<file path="config.mk">
export PLATFORM = sky130hd
export DESIGN_NAME = prox_irq_ctrl
export DESIGN_NICKNAME = d
export VERILOG_FILES = /design/src/rtl/prox_irq_pkg.sv /design/src/rtl/prox_mode_dec.sv /design/src/rtl/prox_hyst_cmp.sv /design/src/rtl/prox_wake_latch.sv /design/src/rtl/prox_drdy_gen.sv /design/src/rtl/prox_irq_ctrl.sv
export SDC_FILE = /design/constraint.sdc
export NUM_CORES = 1
export LEC_CHECK = 0
export BUFFER_PORTS_ARGS = -buffer_cell sky130_fd_sc_hd__buf_4
export CELL_PAD_IN_SITES_DETAIL_PLACEMENT = 1
export CELL_PAD_IN_SITES_GLOBAL_PLACEMENT = 2
export CORE_UTILIZATION = 24
export DETAILED_ROUTE_END_ITERATION = 8
export PLACE_DENSITY_LB_ADDON = 0.1
export SLEW_MARGIN = 20
export SYNTH_ARGS = -nofsm -noshare
export SYNTH_HDL_FRONTEND = slang
export SYNTH_SLANG_ARGS = --single-unit
</file>
<file path="constraint.sdc">
create_clock -name clk -period 1.4 [get_ports clk]
set_input_delay 0.07 -clock clk [delete_from_list [all_inputs] [get_ports clk]]
set_output_delay 0.07 -clock clk [all_outputs]
set_load 0.05 [all_outputs]
</file>
<file path="src/rtl/prox_irq_pkg.sv">
// Shared types for the proximity interrupt controller.
// Assumes the mode field is exactly three bits wide, one-hot for the legal modes.
package prox_irq_pkg;

    localparam int MODE_W = 3;

    typedef enum logic [MODE_W-1:0] {
        PM_OFF  = 3'b000,
        PM_WAKE = 3'b001,
        PM_CMP  = 3'b010,
        PM_DRDY = 3'b100
    } pin_mode_e;

    typedef struct packed {
        logic wake;
        logic cmp;
        logic drdy;
    } mode_sel_t;

endpackage

</file>
<file path="src/rtl/prox_mode_dec.sv">
// Decodes the raw mode field into one select line per legal mode.
// Assumes reserved codes must select nothing, so the pin falls back to idle.
module prox_mode_dec
    import prox_irq_pkg::*;
(
    input  logic [MODE_W-1:0] mode,
    output mode_sel_t         sel
);

    // Map each exact legal code to its select; every other code selects none.
    always_comb begin
        sel = '0;
        case (mode)
            PM_WAKE: sel.wake = 1'b1;
            PM_CMP:  sel.cmp  = 1'b1;
            PM_DRDY: sel.drdy = 1'b1;
            default: sel      = '0;
        endcase
    end

endmodule

</file>
<file path="src/rtl/prox_hyst_cmp.sv">
// Hysteretic threshold comparator on the sample stream.
// Assumes samples count only on strobe cycles and that comparisons are strict.
module prox_hyst_cmp #(
    parameter int DATA_W = 8
) (
    input  logic              clk,
    input  logic              rst_n,
    input  logic [DATA_W-1:0] smp,
    input  logic              smp_vld,
    input  logic [DATA_W-1:0] thr_hi,
    input  logic [DATA_W-1:0] thr_lo,
    output logic              cmp_on
);

    logic above;
    logic below;

    // Strict crossings of each threshold.
    always_comb begin
        above = (smp > thr_hi);
        below = (smp < thr_lo);
    end

    // Set on an upward crossing, clear on a downward one, otherwise hold.
    always_ff @(posedge clk) begin
        if (!rst_n) begin
            cmp_on <= 1'b0;
        end else if (smp_vld) begin
            if (above) begin
                cmp_on <= 1'b1;
            end else if (below) begin
                cmp_on <= 1'b0;
            end
        end
    end

    p_cmp_set_r2: assert property (@(posedge clk) disable iff (!rst_n)
        smp_vld && above |=> cmp_on);

    p_cmp_clr_r3: assert property (@(posedge clk) disable iff (!rst_n)
        smp_vld && !above && below |=> !cmp_on);

    p_cmp_hold_r3: assert property (@(posedge clk) disable iff (!rst_n)
        !smp_vld || (!above && !below) |=> $stable(cmp_on));

endmodule

</file>
<file path="src/rtl/prox_wake_latch.sv">
// Sticky wake-up latch: sets on a high-threshold crossing while wake-up is selected.
// Assumes only leaving wake-up mode clears it; samples never clear it.
module prox_wake_latch #(
    parameter int DATA_W = 8
) (
    input  logic              clk,
    input  logic              rst_n,
    input  logic              wake_en,
    input  logic [DATA_W-1:0] smp,
    input  logic              smp_vld,
    input  logic [DATA_W-1:0] thr_hi,
    output logic              wake_on
);

    // Clear whenever the mode is not wake-up, set on a crossing, else hold.
    always_ff @(posedge clk) begin
        if (!rst_n) begin
            wake_on <= 1'b0;
        end else if (!wake_en) begin
            wake_on <= 1'b0;
        end else if (smp_vld && (smp > thr_hi)) begin
            wake_on <= 1'b1;
        end
    end

    p_wake_sticky_r5: assert property (@(posedge clk) disable iff (!rst_n)
        wake_en && wake_on |=> wake_on);

    p_wake_clear_r6: assert property (@(posedge clk) disable iff (!rst_n)
        !wake_en |=> !wake_on);

endmodule

</file>
<file path="src/rtl/prox_drdy_gen.sv">
// Data-ready tracker: holds a ready flag that a read acknowledges, and fires
// a fixed pulse when a sample lands during a running read.
// Assumes rd_start and rd_end are single-cycle marks from the register interface.
module prox_drdy_gen #(
    parameter int PULSE_CYC = 8
) (
    input  logic clk,
    input  logic rst_n,
    input  logic smp_vld,
    input  logic rd_start,
    input  logic rd_end,
    output logic rdy_on,
    output logic pulse_on
);

    localparam int CNT_W = $clog2(PULSE_CYC + 1);
    localparam logic [CNT_W-1:0] CNT_LOAD = CNT_W'(PULSE_CYC);

    logic             busy_q;
    logic             in_read;
    logic [CNT_W-1:0] pcnt_q;

    // A read counts as running from its start cycle onward.
    always_comb in_read = busy_q || rd_start;

    // Track whether a data-register read is in progress.
    always_ff @(posedge clk) begin
        if (!rst_n) begin
            busy_q <= 1'b0;
        end else if (rd_start) begin
            busy_q <= 1'b1;
        end else if (rd_end) begin
            busy_q <= 1'b0;
        end
    end

    // Ready flag: a sample outside a read sets it, the start of a read clears it.
    always_ff @(posedge clk) begin
        if (!rst_n) begin
            rdy_on <= 1'b0;
        end else if (rd_start) begin
            rdy_on <= 1'b0;
        end else if (smp_vld && !busy_q) begin
            rdy_on <= 1'b1;
        end
    end

    // Pulse counter: load on a sample during a read, then count down to zero.
    always_ff @(posedge clk) begin
        if (!rst_n) begin
            pcnt_q <= '0;
        end else if (smp_vld && in_read) begin
            pcnt_q <= CNT_LOAD;
        end else if (pcnt_q != '0) begin
            pcnt_q <= pcnt_q - 1'b1;
        end
    end

    always_comb pulse_on = (pcnt_q != '0);

    p_rdy_ack_r7: assert property (@(posedge clk) disable iff (!rst_n)
        rd_start |=> !rdy_on);

    p_pulse_load_r8: assert property (@(posedge clk) disable iff (!rst_n)
        smp_vld && in_read |=> pulse_on && !rdy_on);

    p_pulse_bound_r8: assert property (@(posedge clk) disable iff (!rst_n)
        pcnt_q <= CNT_LOAD);

endmodule

</file>
<file path="src/rtl/prox_irq_ctrl.sv">
// Proximity interrupt output controller: merges comparator, wake-up latch
// and data-ready strobe onto one active-low pin, selected by the mode field.
// Assumes thresholds and mode are stable register values from the host side.
module prox_irq_ctrl
    import prox_irq_pkg::*;
#(
    parameter int DATA_W    = 8,
    parameter int PULSE_CYC = 8
) (
    input  logic              clk,
    input  logic              rst_n,
    input  logic [DATA_W-1:0] smp,
    input  logic              smp_vld,
    input  logic [DATA_W-1:0] thr_hi,
    input  logic [DATA_W-1:0] thr_lo,
    input  logic [MODE_W-1:0] mode,
    input  logic              rd_start,
    input  logic              rd_end,
    output logic              irq_n,
    output logic              st_below,
    output logic              st_wake_n,
    output logic              st_ready_n
);

    mode_sel_t sel;
    logic      cmp_on;
    logic      wake_on;
    logic      rdy_on;
    logic      pulse_on;

    prox_mode_dec u_dec (
        .mode (mode),
        .sel  (sel)
    );

    prox_hyst_cmp #(.DATA_W(DATA_W)) u_cmp (
        .clk     (clk),
        .rst_n   (rst_n),
        .smp     (smp),
        .smp_vld (smp_vld),
        .thr_hi  (thr_hi),
        .thr_lo  (thr_lo),
        .cmp_on  (cmp_on)
    );

    prox_wake_latch #(.DATA_W(DATA_W)) u_wake (
        .clk     (clk),
        .rst_n   (rst_n),
        .wake_en (sel.wake),
        .smp     (smp),
        .smp_vld (smp_vld),
        .thr_hi  (thr_hi),
        .wake_on (wake_on)
    );

    prox_drdy_gen #(.PULSE_CYC(PULSE_CYC)) u_drdy (
        .clk      (clk),
        .rst_n    (rst_n),
        .smp_vld  (smp_vld),
        .rd_start (rd_start),
        .rd_end   (rd_end),
        .rdy_on   (rdy_on),
        .pulse_on (pulse_on)
    );

    // Pick the source that drives the pin; idle high when no mode is selected.
    always_comb begin
        irq_n = 1'b1;
        if (sel.cmp) begin
            irq_n = !cmp_on;
        end else if (sel.wake) begin
            irq_n = !wake_on;
        end else if (sel.drdy) begin
            irq_n = !(rdy_on || pulse_on);
        end
    end

    // Status flags in their register polarity.
    always_comb begin
        st_below   = !cmp_on;
        st_wake_n  = !wake_on;
        st_ready_n = !rdy_on;
    end

    p_idle_high_r1: assert property (@(posedge clk) disable iff (!rst_n)
        !(sel.cmp || sel.wake || sel.drdy) |-> irq_n);

    p_sel_onehot_r1: assert property (@(posedge clk) disable iff (!rst_n)
        $onehot0({sel.cmp, sel.wake, sel.drdy}));

    p_wake_pin_r5: assert property (@(posedge clk) disable iff (!rst_n)
        sel.wake && !st_wake_n |-> !irq_n);

endmodule

</file>
==> impl_metrics.tcl, run 1 <==
set metrics [dict create \
    slowest_stage "dfxtp_2" \
    initial_core_util_pct 25.17 \
    antenna_found_initial 0 \
    syn_avg_cell_area_um2 8.106 \
    clock_latency_ps 270 \
    num_rows 20 \
    worstSetupStartpoint "u_drdy.pcnt_q[0]" \
    yosysSeqAreaShare_pct 21.02 \
    worst-path-max-fanout 2 \
    ant_nets 0 \
    slew-limit-headroom_pct 84.43 \
    finalNetCount 196 \
    violations "negative setup slack" \
    cts_buffers 3 \
    firstDrtPassIters 2 \
    ir_drop_mv 0.3539 \
    layout-drive-gt1-share_pct 46.21 \
    hp-class "input port to register" \
    min_period_ps 1583 \
    dp_hpwl_um 1679 \
    cts_max_path_buffers 2 \
    drv_cap 0 \
    maxSlewViolCount 0 \
    arrival_ps 1510 \
    synth.distinct_cells 28 \
    wl_um 2085 \
    r2r_end "u_drdy.pcnt_q[2]" \
    worst_pin_slew_ps 231.0 \
    r2r-start "u_drdy.pcnt_q[1]" \
    dieArea_mm2 0.003404 \
    drtIter0Drc 7 \
    total_power_w 0.001636 \
    synth_edf_count 0 \
    r2r_slack_ps 50 \
    drc 0 \
    powerDensity_mw_per_mm2 1269 \
    clk_pin_slew_ps 60 \
    wl_per_cell_um 11.03 \
    fin_skew_ps 8.894 \
    vias 819 \
    max_freq_mhz 631.5 \
    worstPathCellList "inv_2 > ha_4 > nand2b_4 > or2_4 > nor2_4 > o31ai_4 > o21ai_2 > buf_6" \
    finalCritPeriodShare_pct 113.1 \
    grt_max_degree 7 \
    die_y_um 58.35 \
    finalSetupViolCount 1 \
    gp_congestion 0.6870 \
    grt_pass1_vias 866 \
    rsz0062_at_grt "yes" \
    postSynthCellCount 94 \
    grt_usage_pct 13.69 \
    io_buffers 35 \
    synth_warnings 0 \
    hold_violations 0 \
    r2r_cells 8 \
    vias_per_cell 4.333 \
    hold_path_startpoint "rd_start" \
    status "finished with violations" \
    clock-sinks 8 \
    crit_type "register to primary output" \
    cts_tree "done" \
    crit_path_end_kind "primary output" \
    synth-main-ff-cell "dfxtp_1" \
    pre_cts_slack_ps -104.2 \
    min_delay_path_depth 2 \
    required_ps 1330 \
    layout_setup_ws_ps -183.5 \
    pin_count 36 \
    syn_nets 143 \
    postSynth.asyncResetShare_pct 0 \
    core_mm2 0.003028 \
    n_fill_cell 369 \
    antenna_cells 0 \
    gr-total-overflow 0 \
    synth_seq_cells 8 \
    p_leak_nw 0.6442 \
    grt_pass1_wl_um 3574 \
    cts_max_level 1 \
    clk_root_buffer_cell "clkbuf_4" \
    hold_path_end "u_drdy.busy_q" \
    critPathMaxStageDelay_ps 320 \
    areaGrowthSynthToFinish_pct 69.13 \
    die_w_um 58.35 \
    cp-start-kind "register" \
    syn_area_um2 762.0 \
]
## report_power, final
part	total (W)	switching [W]	internal, W
Sequential	0.000343	0.0000535	0.000290
Combinational	0.00110	0.000453	0.000650
Clock	0.000190	0.0000910	0.0000989
## how the worst max path moves through the flow
stage | depth (start not counted) | to
final | 8 | irq_n
after floorplan | 7 | irq_n
after detailed placement | 7 | u_cmp.cmp_on
after global routing | 8 | irq_n
after global placement | 7 | u_cmp.cmp_on
after CTS | 8 | irq_n
## cell type report
| class | count | area, um2 | area share [%] |
|---|---|---|---|
| well taps | 44 | 55.05 | 4.272 |
| repair buffers | 48 | 364.1 | 28.25 |
| clock buffers | 3 | 22.52 | 1.748 |
| flip-flops and latches | 8 | 162.7 | 12.62 |
| inverters | 22 | 82.58 | 6.408 |
| multi-input cells | 64 | 601.8 | 46.70 |
## routing by layer
metal  share of wire, %  global-route usage [%]
met1                 44                   16.33
met2                 52                   24.79
met3                3.5                   3.956
met4               0.38                   2.041
met5                  0                       0
## metrics by stage
step	instance area [um2]	setup TNS (ps)	std cells	util, %	hold slack (ps)
after CTS	1275	-340.2	190	42.11	38.49
after floorplan	765.7	0	94	-	187.5
after global routing	1289	-263.7	189	42.56	40.66
final	1289	-183.5	189	42.56	36.35
after global placement	1144	-149.9	181	37.77	298.1
after detailed placement	1144	-214.0	181	37.77	303.3
## sequential cells by signal, summed over array words and instances (netlist names)
signal	count
u_cmp.cmp_on	1
u_drdy.busy_q	1
u_drdy.pcnt_q	4
u_drdy.rdy_on	1
u_wake.wake_on	1
## cells in the mapped netlist, types with 2 or more instances
library cell	number	share of area, %
a21oi_1	7	4.6
o21ai_0	6	3.9
nor2b_1	4	3.3
nand3b_1	2	2.0
dfxtp_1	8	21
nand2_1	2	0.99
a211oi_1	2	2.0
nand4_1	2	1.6
nor2_1	3	1.5
o2111ai_1	2	2.3
inv_1	22	11
nand2b_1	2	1.6
ha_1	17	28
## placed cells by master, fill, tap and decap left out, types with 2 or more instances in the layout
cell type / n
buf_4: 47
inv_1: 20
ha_1: 15
a21oi_1: 6
dfxtp_1: 6
o21ai_0: 5
nor2b_1: 4
clkbuf_4: 3
inv_2: 2
nand2_1: 2
nand3b_1: 2
nand2b_4: 2
nand4_1: 2
a21boi_1: 2
nor2_1: 2
a211oi_1: 2
o2111ai_1: 2
ha_4: 2
dfxtp_2: 2
## cells by family (layout without fill, tap and decap cells)
kind of cell | Yosys count | in the layout | share of synthesized area [%]
adders and majority gates | 17 | 17 | 27.91
buffers and inverters | 22 | 73 | 10.84
AOI/OAI and AO/OA | 25 | 25 | 22.01
xor gates and xnor gates | 1 | 1 | 1.150
DFF | 8 | 8 | 21.02
and+or+nand+nor | 21 | 21 | 17.08
## critical path, delay by kind of cell (launching register included)
family	cells	cell delay (ps)
AO/OA/AOI/OAI	2	120
adder cells (fa/ha/maj)	1	150
buffers and inverters	2	250
flip-flops	1	320
AND/OR/NAND/NOR	3	400
## repair_timing
item	in CTS	in global routing
hold buffers	0	0
setup buffers	6	1
setup endpoints to repair	2	3
resized for setup	15	5
pin swaps	4	5
(Power assumes the default switching activity.)
==> run 2, diff against run 1 <==
Settings changed: SKIP_CTS_REPAIR_TIMING from default to 1.
==> impl_metrics.tcl, run 2 (synthesis results as in run 1) <==
set metrics [dict create \
    status "finished with violations" \
    violations "negative setup slack" \
    hp-class "input port to register" \
    drc 0 \
    gp_congestion 0.6870 \
    min_period_ps 1589 \
    crit_type "register to primary output" \
    gr-total-overflow 0 \
    vias 805 \
    regMostFlops "u_drdy.pcnt_q" \
    antenna_found_initial 0 \
    clock-sinks 8 \
    hold_violations 0 \
    firstDrtPassIters 2 \
    dieArea_mm2 0.003404 \
    cts_max_path_buffers 2 \
    max_freq_mhz 629.4 \
    clock_latency_ps 250 \
    topRoutingLayerUsed "met3" \
    p_sw_w 0.0004916 \
    slew-limit-headroom_pct 84.43 \
    dr_wl_met2_um 952 \
    p_int_w 0.0009174 \
    finalNetCount 192 \
    clk_root_buffer_cell "clkbuf_4" \
    p_leak_nw 0.6142 \
    drtIter0Drc 8 \
    cts_max_level 1 \
    pwr-share-seq_pct 23.4 \
    grt_pass1_wl_um 3332 \
    areaGrowthSynthToFinish_pct 60.43 \
    ir_drop_mv 0.3967 \
    finalCritPeriodShare_pct 113.5 \
    finalSetupViolCount 1 \
    wl_um 1917 \
    grt_usage_pct 12.53 \
    cts_buffers 3 \
    wl_per_cell_um 10.36 \
    fin_skew_ps 3.245 \
    core_mm2 0.003028 \
    required_ps 1330 \
    min_delay_path_depth 2 \
    antenna_cells 0 \
    pin_count 36 \
    worstPathCellList "inv_2 > ha_4 > nand2b_4 > or2_4 > nor2_4 > o31ai_4 > o21ai_2 > buf_6" \
    place_inst 181 \
    worst-path-max-fanout 2 \
    pwr-share-clk_pct 12.8 \
    maxSlewViolCount 0 \
    crit_family "simple AND/OR/NAND/NOR gates" \
    r2r_slack_ps 100 \
    fin_cells 185 \
    dp_hpwl_um 1679 \
    grt_max_degree 7 \
    drv_cap 0 \
    largest_reg_flops 4 \
    n_fill_cell 376 \
    initial_core_util_pct 25.17 \
    arrival_ps 1520 \
    cp-start-kind "register" \
    wl_met1_um 892 \
    critPathBufInv 2 \
    ant_nets 0 \
    hold_path_startpoint "rd_start" \
    multi_input_area_um2 566.8 \
    num_rows 20 \
    r2r_cells 6 \
    pre_cts_slack_ps -104.2 \
    powerDensity_mw_per_mm2 1153 \
    crit_path_end_kind "primary output" \
    rsz0062_at_grt "yes" \
    fin_area_mm2 0.001222 \
    hold_path_end "u_drdy.busy_q" \
    critPathMaxStageDelay_ps 320 \
    seq_area_um2 161.4 \
    grt_pass1_vias 826 \
    cts_tree "done" \
    wl_met3_um 71 \
    die_y_um 58.35 \
    most-common-layout-cells "buf_4 (43), inv_1 (20), ha_1 (16)" \
    layout_commonest_cell "buf_4" \
    clk_pin_slew_ps 60 \
    place_area_mm2 0.001144 \
    vias_per_cell 4.351 \
    combPwrFrac_pct 63.8 \
    io_buffers 35 \
    sw_frac_of_total_pct 34.89 \
    r2r_end "u_drdy.pcnt_q[1]" \
    worst_pin_slew_ps 231.0 \
    r2r-start "u_drdy.pcnt_q[1]" \
    die_w_um 58.35 \
    layout_setup_ws_ps -188.8 \
    total_power_w 0.001409 \
    slowest_stage "dfxtp_2" \
    layout-drive-gt1-share_pct 41.13 \
]
run 2: cell count changes in the layout (fill, tap and decap cells not counted):
cell and change:
a21boi_1 -1, a21oi_1 +1, a21boi_0 +1, buf_4 -4
dfxtp_2 -1, nor3_4 -1, nand2b_4 -1, ha_1 +1
dfxtp_1 +1, ha_4 -1, nand2b_1 +1, nor3_1 +1
a21oi_2 -1
run 2: worst max-delay path by stage:
stage                           from  cells past startpoint           end  slack (ps)
finish              u_drdy.pcnt_q[1]                      8         irq_n        -190
global route        u_drdy.pcnt_q[1]                      8         irq_n        -260
CTS                 u_drdy.pcnt_q[1]                      8         irq_n        -360
detailed placement            smp[1]                      7  u_cmp.cmp_on        -100
global placement              smp[1]                      7  u_cmp.cmp_on         -80
floorplan           u_drdy.pcnt_q[0]                      7         irq_n          40
run 2: routing by layer:
layer  track usage (%)  up-vias
met3             3.297        0
met4             1.020        0
li1                  -      420
met2             22.50       19
met5                 0        -
met1             15.65      366
run 2: metrics by stage:
step	util [%]	setup TNS [ps]	hold slack [ps]
after global placement	37.77	-149.9	298.1
after CTS	38.51	-381.6	38.49
final	40.37	-188.8	42.88
after detailed placement	37.77	-214.0	303.3
after floorplan	-	0	187.5
after global routing	40.37	-259.6	49.39
run 2: cell type report:
type,instances,area share (%)
multi-input cells,64,46.37
flip-flops and latches,8,13.20
clock buffers,3,1.842
repair buffers,44,27.33
well taps,44,4.504
inverters,22,6.755
run 2: power by group through the flow:
stage | clock network (W) | registers, W | logic [W]
floorplan | 0 | 0.000318 | 0.000373
global placement | 0 | 0.000319 | 0.000712
detailed placement | 0 | 0.000321 | 0.000728
CTS | 0.000188 | 0.000318 | 0.000735
global route | 0.000191 | 0.000336 | 0.00100
finish | 0.000180 | 0.000330 | 0.000899
run 2: worst reg2reg max path: cells and delay by family (launching register included):
family	cells	cell delay, ps
compound gates	1	230
fa+ha+maj	1	150
buf+inv	2	210
flops	1	320
simple gates	2	290
